`config.mk`:
```
export PLATFORM = sky130hd
export DESIGN_NAME = evq_counter
export DESIGN_NICKNAME = d
export VERILOG_FILES = /design/src/rtl/evq_pkg.sv /design/src/rtl/evq_select.sv /design/src/rtl/evq_qualify.sv /design/src/rtl/evq_accum.sv /design/src/rtl/evq_counter.sv
export SDC_FILE = /design/constraint.sdc
export NUM_CORES = 1
export LEC_CHECK = 0
export ABC_AREA = 1
export ABC_CLOCK_PERIOD_IN_PS = 7000
export BUFFER_PORTS_ARGS = -buffer_cell sky130_fd_sc_hd__buf_4
export CAP_MARGIN = 25
export CELL_PAD_IN_SITES_DETAIL_PLACEMENT = 1
export CELL_PAD_IN_SITES_GLOBAL_PLACEMENT = 2
export CORE_ASPECT_RATIO = 0.75
export CORE_MARGIN = 2
export CORE_UTILIZATION = 24
export CTS_CLUSTER_DIAMETER = 100
export CTS_CLUSTER_SIZE = 16
export DETAILED_ROUTE_END_ITERATION = 10
export GPL_TIMING_DRIVEN = 0
export PLACE_DENSITY = 0.82
export SYNTH_ARGS = -nofsm -noshare
export SYNTH_HDL_FRONTEND = slang
export SYNTH_SLANG_ARGS = --single-unit
```
`constraint.sdc`:
```
create_clock -name clk -period 7 [get_ports clk]
set_clock_uncertainty 0.05 [all_clocks]
set_input_delay 0.35 -clock clk [delete_from_list [all_inputs] [get_ports clk]]
set_output_delay 0.35 -clock clk [all_outputs]
set_load 0.01 [all_outputs]
```
`src/rtl/evq_pkg.sv`:
```
// Package: shared configuration layout and register addresses for the
// qualified event counter. Assumes a 32-bit configuration word.
package evq_pkg;

    // Configuration word, bit 31 down to bit 0.
    typedef struct packed {
        logic [7:0] cmask;    // threshold; 0 means "sum mode"
        logic       spare;    // stored, no function
        logic       inv;      // invert the condition
        logic       en;       // global enable
        logic       any;      // include other logical processors
        logic       ie;       // interrupt enable
        logic       edge_md;  // count false->true transitions
        logic       os_en;    // count at level 0
        logic       usr_en;   // count at levels 1..3
        logic [7:0] umask;    // sub-event lane mask
        logic [7:0] code;     // event group
    } evq_cfg_t;

    typedef enum logic [1:0] {
        MODE_SUM   = 2'd0,
        MODE_LEVEL = 2'd1,
        MODE_EDGE  = 2'd2
    } evq_mode_e;

    localparam logic [1:0] ADDR_CFG = 2'd0;
    localparam logic [1:0] ADDR_CNT = 2'd1;
    localparam logic [1:0] ADDR_STS = 2'd2;

endpackage

```
`src/rtl/evq_select.sv`:
```
// Event selection: picks one event group by code and sums the lanes
// enabled in the unit mask, optionally adding the remote lanes.
// Assumes flat lane vectors indexed as (code*MASK_W + lane)*INC_W.
module evq_select #(
    parameter int NUM_CODES = 4,
    parameter int MASK_W    = 8,
    parameter int INC_W     = 2,
    parameter int SUM_W     = 6,
    parameter int EVT_W     = NUM_CODES * MASK_W * INC_W
) (
    input  logic              clk,
    input  logic              rst_n,
    input  logic [EVT_W-1:0]  evt_local,
    input  logic [EVT_W-1:0]  evt_remote,
    input  logic [7:0]        code,
    input  logic [MASK_W-1:0] umask,
    input  logic              any_thread,
    output logic [SUM_W-1:0]  sum
);

    logic [SUM_W-1:0] part [MASK_W];

    for (genvar s = 0; s < MASK_W; s++) begin : g_lane
        logic [INC_W-1:0] loc;
        logic [INC_W-1:0] rem;

        // Pick this lane from the group named by the code.
        always_comb begin
            loc = '0;
            rem = '0;
            for (int c = 0; c < NUM_CODES; c++) begin
                if (code == 8'(c)) begin
                    loc = evt_local[(c*MASK_W+s)*INC_W +: INC_W];
                    rem = evt_remote[(c*MASK_W+s)*INC_W +: INC_W];
                end
            end
        end

        assign part[s] = umask[s] ? (SUM_W'(loc) + (any_thread ? SUM_W'(rem) : '0)) : '0;
    end

    // Add the masked lanes together.
    always_comb begin
        sum = '0;
        for (int s = 0; s < MASK_W; s++) begin
            sum = sum + part[s];
        end
    end


    empty_mask_chk: assert property (@(posedge clk) disable iff (!rst_n)
        (umask == '0) |-> (sum == '0));


    bad_code_chk: assert property (@(posedge clk) disable iff (!rst_n)
        (code >= 8'(NUM_CODES)) |-> (sum == '0));

endmodule

```
`src/rtl/evq_qualify.sv`:
```
// Qualification: turns the per-cycle total into an increment using the
// threshold, invert, edge, privilege and enable controls. Holds one bit
// of edge history, cleared on any configuration write.
module evq_qualify
    import evq_pkg::*;
#(
    parameter int SUM_W = 6
) (
    input  logic             clk,
    input  logic             rst_n,
    input  logic             en,
    input  logic             os_en,
    input  logic             usr_en,
    input  logic             edge_md,
    input  logic             inv,
    input  logic [7:0]       cmask,
    input  logic [1:0]       priv_lvl,
    input  logic [SUM_W-1:0] sum,
    input  logic             hist_clr,
    output logic [SUM_W-1:0] inc
);

    localparam int CMP_W = (SUM_W > 8) ? SUM_W : 8;

    logic      priv_ok;
    logic      thr_on;
    logic      raw;
    logic      cond_q;
    logic      prev_q;
    evq_mode_e mode;

    // Evaluate the qualified condition for this cycle.
    always_comb begin
        priv_ok = (priv_lvl == 2'd0) ? os_en : usr_en;
        thr_on  = (cmask != 8'd0);
        raw     = thr_on ? (CMP_W'(sum) >= CMP_W'(cmask)) : (sum != '0);
        cond_q  = en & priv_ok & (raw ^ inv);
    end

    // Choose the counting mode.
    always_comb begin
        if (edge_md)             mode = MODE_EDGE;
        else if (thr_on || inv)  mode = MODE_LEVEL;
        else                     mode = MODE_SUM;
    end

    // Form the increment for the selected mode.
    always_comb begin
        case (mode)
            MODE_EDGE:  inc = (cond_q && !prev_q) ? SUM_W'(1) : '0;
            MODE_LEVEL: inc = cond_q ? SUM_W'(1) : '0;
            default:    inc = (en && priv_ok) ? sum : '0;
        endcase
    end

    // Edge history: last cycle's qualified condition.
    always_ff @(posedge clk) begin
        if (!rst_n)        prev_q <= 1'b0;
        else if (hist_clr) prev_q <= 1'b0;
        else               prev_q <= cond_q;
    end


    frozen_chk: assert property (@(posedge clk) disable iff (!rst_n)
        !en |-> (inc == '0));


    thresh_unit_chk: assert property (@(posedge clk) disable iff (!rst_n)
        (cmask != 8'd0) |-> (inc <= SUM_W'(1)));


    edge_once_chk: assert property (@(posedge clk) disable iff (!rst_n)
        (edge_md && inc != '0 && !hist_clr) |=> (inc == '0 || !edge_md));

endmodule

```
`src/rtl/evq_accum.sv`:
```
// Accumulator: 48-bit (parameterised) count with software load priority
// and a sticky wrap flag that the status write clears.
module evq_accum #(
    parameter int CNT_W = 48,
    parameter int SUM_W = 6
) (
    input  logic             clk,
    input  logic             rst_n,
    input  logic [SUM_W-1:0] inc,
    input  logic             ld,
    input  logic [CNT_W-1:0] ld_val,
    input  logic             ovf_clr,
    output logic [CNT_W-1:0] cnt,
    output logic             ovf
);

    localparam int EXT_W = CNT_W + 1;

    logic [CNT_W-1:0] nxt;
    logic             carry;

    // Next count and its carry out.
    always_comb begin
        {carry, nxt} = EXT_W'(cnt) + EXT_W'(inc);
    end

    // Count register: a load beats an increment.
    always_ff @(posedge clk) begin
        if (!rst_n)  cnt <= '0;
        else if (ld) cnt <= ld_val;
        else         cnt <= nxt;
    end

    // Sticky wrap flag: a new wrap beats a clear.
    always_ff @(posedge clk) begin
        if (!rst_n)              ovf <= 1'b0;
        else if (!ld && carry)   ovf <= 1'b1;
        else if (ovf_clr)        ovf <= 1'b0;
    end


    load_wins_chk: assert property (@(posedge clk) disable iff (!rst_n)
        ld |=> (cnt == $past(ld_val)));


    flag_sticky_chk: assert property (@(posedge clk) disable iff (!rst_n)
        (ovf && !ovf_clr) |=> ovf);


    flag_cause_chk: assert property (@(posedge clk) disable iff (!rst_n)
        (!ovf && !ld && cnt == '1 && inc != '0) |=> ovf);

endmodule

```
`src/rtl/evq_counter.sv`:
```
// Top: one qualified programmable event counter. Holds the configuration
// register, decodes register writes, drives the read mux and interrupt.
// Assumes CNT_W >= 32 so that the configuration fits the data bus.
module evq_counter
    import evq_pkg::*;
#(
    parameter int NUM_CODES = 4,
    parameter int INC_W     = 2,
    parameter int CNT_W     = 48,
    parameter int MASK_W    = 8,
    parameter int EVT_W     = NUM_CODES * MASK_W * INC_W
) (
    input  logic             clk,
    input  logic             rst_n,
    input  logic [EVT_W-1:0] evt_local,
    input  logic [EVT_W-1:0] evt_remote,
    input  logic [1:0]       priv_lvl,
    input  logic             wr_en,
    input  logic [1:0]       wr_addr,
    input  logic [CNT_W-1:0] wr_data,
    input  logic [1:0]       rd_addr,
    output logic [CNT_W-1:0] rd_data,
    output logic             irq
);

    localparam int MAX_SUM = 2 * MASK_W * ((1 << INC_W) - 1);
    localparam int SUM_W   = $clog2(MAX_SUM + 1);

    evq_cfg_t         cfg_q;
    logic             cfg_wr;
    logic             cnt_wr;
    logic             sts_clr;
    logic [SUM_W-1:0] sum;
    logic [SUM_W-1:0] inc;
    logic [CNT_W-1:0] cnt;
    logic             ovf;

    // Decode register writes.
    always_comb begin
        cfg_wr  = wr_en && (wr_addr == ADDR_CFG);
        cnt_wr  = wr_en && (wr_addr == ADDR_CNT);
        sts_clr = wr_en && (wr_addr == ADDR_STS) && wr_data[0];
    end

    // Configuration register.
    always_ff @(posedge clk) begin
        if (!rst_n)      cfg_q <= '0;
        else if (cfg_wr) cfg_q <= evq_cfg_t'(wr_data[31:0]);
    end

    evq_select #(
        .NUM_CODES (NUM_CODES),
        .MASK_W    (MASK_W),
        .INC_W     (INC_W),
        .SUM_W     (SUM_W)
    ) u_select (
        .clk        (clk),
        .rst_n      (rst_n),
        .evt_local  (evt_local),
        .evt_remote (evt_remote),
        .code       (cfg_q.code),
        .umask      (cfg_q.umask),
        .any_thread (cfg_q.any),
        .sum        (sum)
    );

    evq_qualify #(
        .SUM_W (SUM_W)
    ) u_qualify (
        .clk      (clk),
        .rst_n    (rst_n),
        .en       (cfg_q.en),
        .os_en    (cfg_q.os_en),
        .usr_en   (cfg_q.usr_en),
        .edge_md  (cfg_q.edge_md),
        .inv      (cfg_q.inv),
        .cmask    (cfg_q.cmask),
        .priv_lvl (priv_lvl),
        .sum      (sum),
        .hist_clr (cfg_wr),
        .inc      (inc)
    );

    evq_accum #(
        .CNT_W (CNT_W),
        .SUM_W (SUM_W)
    ) u_accum (
        .clk     (clk),
        .rst_n   (rst_n),
        .inc     (inc),
        .ld      (cnt_wr),
        .ld_val  (wr_data),
        .ovf_clr (sts_clr),
        .cnt     (cnt),
        .ovf     (ovf)
    );

    // Read mux.
    always_comb begin
        case (rd_addr)
            ADDR_CFG: rd_data = CNT_W'(cfg_q);
            ADDR_CNT: rd_data = cnt;
            ADDR_STS: rd_data = CNT_W'(ovf);
            default:  rd_data = '0;
        endcase
    end

    // Interrupt output.
    assign irq = ovf & cfg_q.ie;


    cfg_load_chk: assert property (@(posedge clk) disable iff (!rst_n)
        cfg_wr |=> (cfg_q == $past(wr_data[31:0])));


    irq_needs_flag_chk: assert property (@(posedge clk) disable iff (!rst_n)
        !ovf |-> !irq);

endmodule

```
After elaboration in Yosys (flattened, before gate mapping)
Index checks and enable logic that the tools add are counted.

Add/sub/neg operators: 16. $mul: 0. Divide/modulo/power cells: 0. Order comparisons: 1. Equal/unequal tests: 9. Shifts and indexed selects: 0. Mux-type cells: 92. Bitwise logic cells: 5. Reduce and logical (&&, ||, !) cells: 18.

Operators by type and width (count): 2-to-1 mux 2 bit (73); case mux 48 bit (3 select lines) (1); 2-to-1 mux 6 bit (9); adder 48 x 6 -> 49 bit (1); adder 2 x 6 -> 6 bit (8); 2-to-1 mux 48 bit (1); adder 6 bit (7); == test 8 x 2 -> 1 bit (second input constant) (2); case mux 6 bit (2 select lines) (1); == test 8 x 1 -> 1 bit (second input constant) (1); greater-or-equal comparator 6 x 8 -> 1 bit (1); logical NOT 8 bit (1); nonzero test 8 bit (1); logical AND 1 bit (7); 2-to-1 mux 1 bit (7); == test 2 x 1 -> 1 bit (second input constant) (3); == test 2 bit (second input constant) (3); logical NOT 2 bit (3); nonzero test 6 bit (1); AND 1 bit (3); logical NOT 1 bit (2); nonzero test 2 bit (1); OR reduction 2 bit (1); logical OR 1 bit (1); other kinds (2) (2).

Register bits: 82. Latch bits: 0. Memory bits (writable): 0. ROM bits: 0. Input bits: 185. Output and inout bits: 49. Word-level logic and storage cells: 155. Memories: 0.

Logic depth before layout (Yosys ltp)
Depth in word-level cells: 25. Depth in mapped cells: 45. Depth with buffers taken out: 45.

Cells and area by module
From an unflattened synthesis, not the netlist that was laid out.

Cells, all modules: 1482. Area total of the unflattened synthesis: 8408.1 µm².

Modules (own cells, without submodules): evq_accum (instances 1, cells an instance 679, area an instance 3832.4 µm², seq. area each 980.9 µm²); evq_select (instances 1, cells an instance 375, area an instance 2192.1 µm², seq. area each 0.0 µm²); evq_counter (instances 1, cells an instance 358, area an instance 2034.5 µm², seq. area each 640.6 µm²); evq_qualify (instances 1, cells an instance 70, area an instance 349.1 µm², seq. area each 20.0 µm²).

Worst setup path before layout
OpenSTA, ideal clock, no wires.

Path kind: flip-flop to flip-flop. Start: register cfg_q[5] (netlist bit). End: register u_accum.cnt[8]. Library setup time: 0.113 ns. Data arrival time: 6.917 ns. Data required time: 6.837 ns. Slack: -0.080 ns. Cell stages (with the launch flop): 40. Path buffers: 1. Clock period less this slack: 7.080 ns. Cell sequence: dfxtp_1 > inv_1 > nand4_4 > nor2_1 > nand3_2 > buf_2 > o21ai_0 > a21oi_1 > ha_1 > fa_1 > nand2_1 > inv_1 > fa_1 > inv_1 > fa_1 > fa_1 > inv_1 > fa_1 > [4 not listed] > nand2_1 > nand2_1 > nand2_1 > nand2_1 > nand2_1 > nand3_1 > a21oi_1 > ha_1 > fa_1 > nand2_1 > nand3_1 > nand3_2 > nand2_4 > inv_2 > nor2_8 > xor2_1 > o21ai_1 > inv_1.

Longest elaborated chain between the ends: 24. Elaborated cells between the ends (all ways): 111. Those cells by class: 16 x add/sub; 1 x order compare; 3 x eq/ne; 86 x mux; 2 x bitwise; 3 x reduce/logical.

RTL lines: from (decl) (line evq_counter.sv:29) `evq_cfg_t cfg_q;`; from (signal assigned) (line evq_counter.sv:48) `else if (cfg_wr) cfg_q <= evq_cfg_t'(wr_data[31:0]);`; logical NOT 8 bit (line evq_select.sv:32) `if (code == 8'(c)) begin`; 2-to-1 mux 2 bit (4 in series) (line evq_select.sv:32); 2-to-1 mux 2 bit (line evq_select.sv:39) `assign part[s] = umask[s] ? (SUM_W'(loc) + (any_thread ? SUM_W'(rem) : '0)) : '0;`; adder 2 x 6 -> 6 bit (line evq_select.sv:39); 2-to-1 mux 6 bit (line evq_select.sv:39); adder 6 bit (6 in series) (line evq_select.sv:46) `sum = sum + part[s];`; adder 6 bit (*) (line evq_select.sv:46); greater-or-equal comparator 6 x 8 -> 1 bit or nonzero test 6 bit (tied branches) (line evq_qualify.sv:36) `raw = thr_on ? (CMP_W'(sum) >= CMP_W'(cmask)) : (sum != '0);`; 2-to-1 mux 1 bit (line evq_qualify.sv:36); XOR 1 bit (line evq_qualify.sv:37) `cond_q = en & priv_ok & (raw ^ inv);`; AND 1 bit (line evq_qualify.sv:37); logical AND 1 bit (line evq_qualify.sv:50) `MODE_EDGE: inc = (cond_q && !prev_q) ? SUM_W'(1) : '0;`; 2-to-1 mux 1 bit (line evq_qualify.sv:50); case mux 6 bit (2 select lines) (*) (line evq_qualify.sv:49) `case (mode)`; adder 48 x 6 -> 49 bit (*) (line evq_accum.sv:24) `{carry, nxt} = EXT_W'(cnt) + EXT_W'(inc);`; 2-to-1 mux 48 bit (*) (line evq_accum.sv:30) `else if (ld) cnt <= ld_val;`; to (signal assigned) (line evq_accum.sv:30); to (signal assigned) (line evq_accum.sv:31) `else cnt <= nxt;`; to (decl) (line evq_accum.sv:13) `output logic [CNT_W-1:0] cnt,`.

Every way passes the cells marked *; elsewhere a longest branch is shown, timed or not. A chain may end at the register's enable or synchronous reset.

Final worst setup path
Start: register cfg_q[4] (netlist bit). End: register u_accum.cnt[28].

Same word-level chain as after synthesis.

==> out/qor_table.md <==
| Result | Value | Unit |
| --- | --- | --- |
| Total Routing Usage GR | 24.8 | % |
| Vias in the first global route | 10.0k | - |
| End point of the critical path | u_accum.cnt[28]$_SDFF_PN0_ | - |
| TritonCTS clock tree | done | - |
| Post-CTS Hold Buffers | 0 | - |
| Antenna diode count | 0 | - |
| Layout overhead on the synthesized area | 48.4 | % |
| Post-synth net total | 1504 | - |
| Die Y-Extent | 158 | um |
| Commonest non-fill, non-tap cell in the layout | sky130_fd_sc_hd__nand2_1 | - |
| Final antenna-violating net count | 0 | - |
| Number of buffers between clock root and the deepest sink | 2 | - |
| Fmax | 132 | MHz |
| Worst setup slack after layout | -0.594 | ns |
| TritonRoute pass-1 iters | 5 | - |
| Routed via count divided by cell count | 4.94 | - |
| Number of DRC markers after the initial detailed-route iteration | 682 | - |
| Critical path startpoint | cfg_q[4]$_SDFFE_PN0P_ | - |
| CTS sink cnt | 82 | - |
| Finish-stage setup viols | 46 | - |
| Number of storage elements in the synthesis netlist | 82 | - |
| Setup slack after placement | -1.59 | ns |
| Number of rows in the core area | 56 | - |
| Clock Tree Root | sky130_fd_sc_hd__clkbuf_16 | - |
| Global-route wire length before repair | 60500 | um |
| Synthesized area per cell | 6.01 | um2 |
| Final Net Count | 1804 | - |
| Average detailed-routed wire length per instance | 20.9 | um |
| Cell Pwr Density | 130 | nW/um2 |
| Post-place instance area | 9880 | um2 |
| Sum Neg Setup Slack | -20.64 | ns |
| DP Cell Count | 1906 | - |
| Number of vias in the routed layout | 9771 | - |
| Most used cells in the layout excluding fill and tap cells | 318 x sky130_fd_sc_hd__nand2_1, 272 x sky130_fd_sc_hd__buf_4, 181 x sky130_fd_sc_hd__inv_1, 128 x sky130_fd_sc_hd__nor2_1, 88 x sky130_fd_sc_hd__nand3_1 | - |
| Count of pins over their slew limit | 0 | - |
| Proportion of synthesized chip area in sequential cells | 21.6 | % |
| Pin count of the biggest net entering global routing | 15 | - |
| Arrival time of the worst setup path | 7.81 | ns |
| Pin slew with the least headroom to its limit | 0.914 | ns |
| Antenna violations before repair | 0 | - |
| Share of async-settable or async-resettable flops after synthesis | 0 | % |
| Die footprint | 33200 | um2 |
| Share of layout cells above drive strength 1 | 31.0 | % |
| Reg2Reg Depth | 42 | - |
| Hold WC Path Type | input port to flip-flop | - |
| WP data required | 7.22 | ns |
| Library cells used by synthesis | 38 | - |
| Total number of yosys warnings | 0 | - |
| Outcome | complete, but fails checks | - |
| Worst-case headroom to the max-slew limit | 39.1 | % |
| Highest net fanout along the worst path | 7 | - |
| Final Hold Violating Endpoints | 0 | - |
| Dpl hpwl | 33900 | um |
| Kind of launch point of the worst setup path | flip-flop | - |
| Worst flop-to-flop path startpoint | cfg_q[4]$_SDFFE_PN0P_ | - |
| P_leak | 0.00542 | uW |
| Combined area of all synthesized cells | 7620 | um2 |
| Tcrit/Tclk final | 108 | % |
| Post-Syn Instances | 1267 | - |
| Slack of the worst reg-to-reg path | -0.59 | ns |
| Violated checks | negative setup slack | - |
| Final cell area excluding filler cells | 11300 | um2 |
| Clock transition time at the flip-flop clock pins of the worst setup and hold paths | 0.07 | ns |
| CTS buffer count | 9 | - |
| Post-layout util | 36.2 | % |
| Number of enable-type register cells in the synthesized netlist | 0 | - |
| Number of non-filler instances in the completed layout | 1978 | - |
| IO Count | 234 | - |
| CORE AREA | 31300 | um2 |
| Max rail drop VDD | 0.107 | mV |
| Routability congestion estimate from global placement | 0.929 | - |
| FILL cells | 4063 | - |
| Overflow left after global routing | 0 | - |
| Later-pin clock latency in the skew report | 0.37 | ns |
| # port buffers | 233 | - |
| Cell with the biggest individual delay on the critical path | sky130_fd_sc_hd__fa_2 | - |
| Slowest stage delay, CP | 0.57 | ns |
| Commonest register cell after synthesis | sky130_fd_sc_hd__dfxtp_1 | - |
| Worst reg2reg endpoint | u_accum.cnt[28]$_SDFF_PN0_ | - |
| Final critical delay including setup and external delays | 7.59 | ns |
| Max-Cap Viols | 0 | - |
| Type of the setup path with the least slack | flip-flop to flip-flop | - |
| Endpoint type of the worst setup path | flip-flop | - |
| Starting Density | 24.4 | % |
| Htree depth | 3 | - |
| RSZ-0062 raised after global routing | yes | - |
| Post-route DRC | 0 | - |
| Total routed wirelength | 41300 | um |
| Die extent in x | 210 | um |
## Yosys cell counts (2+ instances only)
master,number,area (um2)
sky130_fd_sc_hd__nand2_1,337,1260
sky130_fd_sc_hd__nor3_1,12,60.1
sky130_fd_sc_hd__o21ai_0,73,365
sky130_fd_sc_hd__nor2_4,6,67.6
sky130_fd_sc_hd__nor2_1,131,492
sky130_fd_sc_hd__inv_1,191,717
sky130_fd_sc_hd__ha_1,26,325
sky130_fd_sc_hd__nand4_1,24,150
sky130_fd_sc_hd__buf_4,2,15.0
sky130_fd_sc_hd__a21oi_1,86,430
sky130_fd_sc_hd__clkbuf_1,30,113
sky130_fd_sc_hd__nand3b_1,2,15.0
sky130_fd_sc_hd__o22ai_1,12,75.1
sky130_fd_sc_hd__nand2_2,10,62.6
sky130_fd_sc_hd__nor3_2,9,90.1
sky130_fd_sc_hd__buf_2,11,55.1
sky130_fd_sc_hd__dfxtp_1,82,1640
sky130_fd_sc_hd__nor3_4,3,48.8
sky130_fd_sc_hd__o211ai_1,8,60.1
sky130_fd_sc_hd__nand3_2,5,50.1
sky130_fd_sc_hd__o21ai_1,22,110
sky130_fd_sc_hd__xor2_1,8,70.1
sky130_fd_sc_hd__a31oi_1,5,31.3
sky130_fd_sc_hd__fa_1,26,521
sky130_fd_sc_hd__nor2_2,11,68.8
sky130_fd_sc_hd__inv_2,18,67.6
sky130_fd_sc_hd__nand3_1,105,526
sky130_fd_sc_hd__nand2_4,2,22.5
## cells by family after synthesis
logic type      synth area share [%]
xor+xnor                        1.03
compound gates                  14.4
fa+ha+maj                       11.1
flops                           21.6
simple gates                    39.1
buf+inv                         12.8
## final cells by class
type / instances / area (um2) / share of cell area, %
tap: 406 / 508 / 4.50
multi-input combinational: 933 / 5580 / 49.3
timing repair buffer: 287 / 2250 / 19.9
buffer: 44 / 239 / 2.11
sequential: 82 / 1650 / 14.6
clock inverter: 6 / 41.3 / 0.365
clock buffer: 10 / 239 / 2.11
inverter: 210 / 801 / 7.09
## through the flow
step	power (uW)	hold WS (ns)
after floorplan	724	0.408
after detailed placement	925	0.466
after global placement	918	0.457
after CTS	1450	0.169
after global routing	1540	0.182
final	1470	0.182
## sequential cells by signal (all words and copies together) (netlist names)
name,flops
u_qualify.prev_q,1
u_accum.cnt,48
u_accum.ovf,1
cfg_q,32
## power by group
| part | internal, uW | leakage [uW] | switching (uW) | total, uW |
|---|---|---|---|---|
| clock network | 250 | 0.000131 | 232 | 483 |
| logic | 199 | 0.00462 | 264 | 463 |
| registers | 492 | 0.000673 | 27.9 | 520 |
| total | 941 | 0.00542 | 525 | 1470 |
## timing repair
item                                    4_1_cts  5_1_grt
setup buffers                                43       10
endpoints found under the setup margin       49       49
gates cloned                                  3        0
resized for setup                           126       62
pin swaps                                    58       48
## worst min-delay path by stage
stage | from | end | slack [ns] | cells past startpoint
after floorplan | u_accum.ovf$_SDFFE_PN0P_ | u_accum.ovf$_SDFFE_PN0P_ | 0.41 | 2
after global placement | cfg_q[2]$_SDFFE_PN0P_ | cfg_q[2]$_SDFFE_PN0P_ | 0.46 | 2
after detailed placement | cfg_q[2]$_SDFFE_PN0P_ | cfg_q[2]$_SDFFE_PN0P_ | 0.47 | 2
after CTS | wr_data[1] | u_accum.cnt[1]$_SDFF_PN0_ | 0.17 | 3
after global routing | wr_data[1] | u_accum.cnt[1]$_SDFF_PN0_ | 0.18 | 3
final | wr_data[1] | u_accum.cnt[1]$_SDFF_PN0_ | 0.18 | 3
## critical path, delay by kind of cell (launching register included)
family / cells / cell delay, ns
compound gates: 4 / 0.65
flops: 1 / 0.32
buf+inv: 8 / 0.66
fa+ha+maj: 11 / 4.00
simple gates: 19 / 1.78
## routing by layer
| layer | track usage (%) | wire, um | vias up |
|---|---|---|---|
| li1 | - | - | 4647 |
| met1 | 35.3 | 20000 | 4756 |
| met3 | 6.17 | 3160 | 36 |
| met5 | 1.50 | 67 | - |
| met2 | 37.9 | 17600 | 330 |
| met4 | 4.36 | 587 | 2 |
Note: power is estimated with default switching activity, not from simulation.
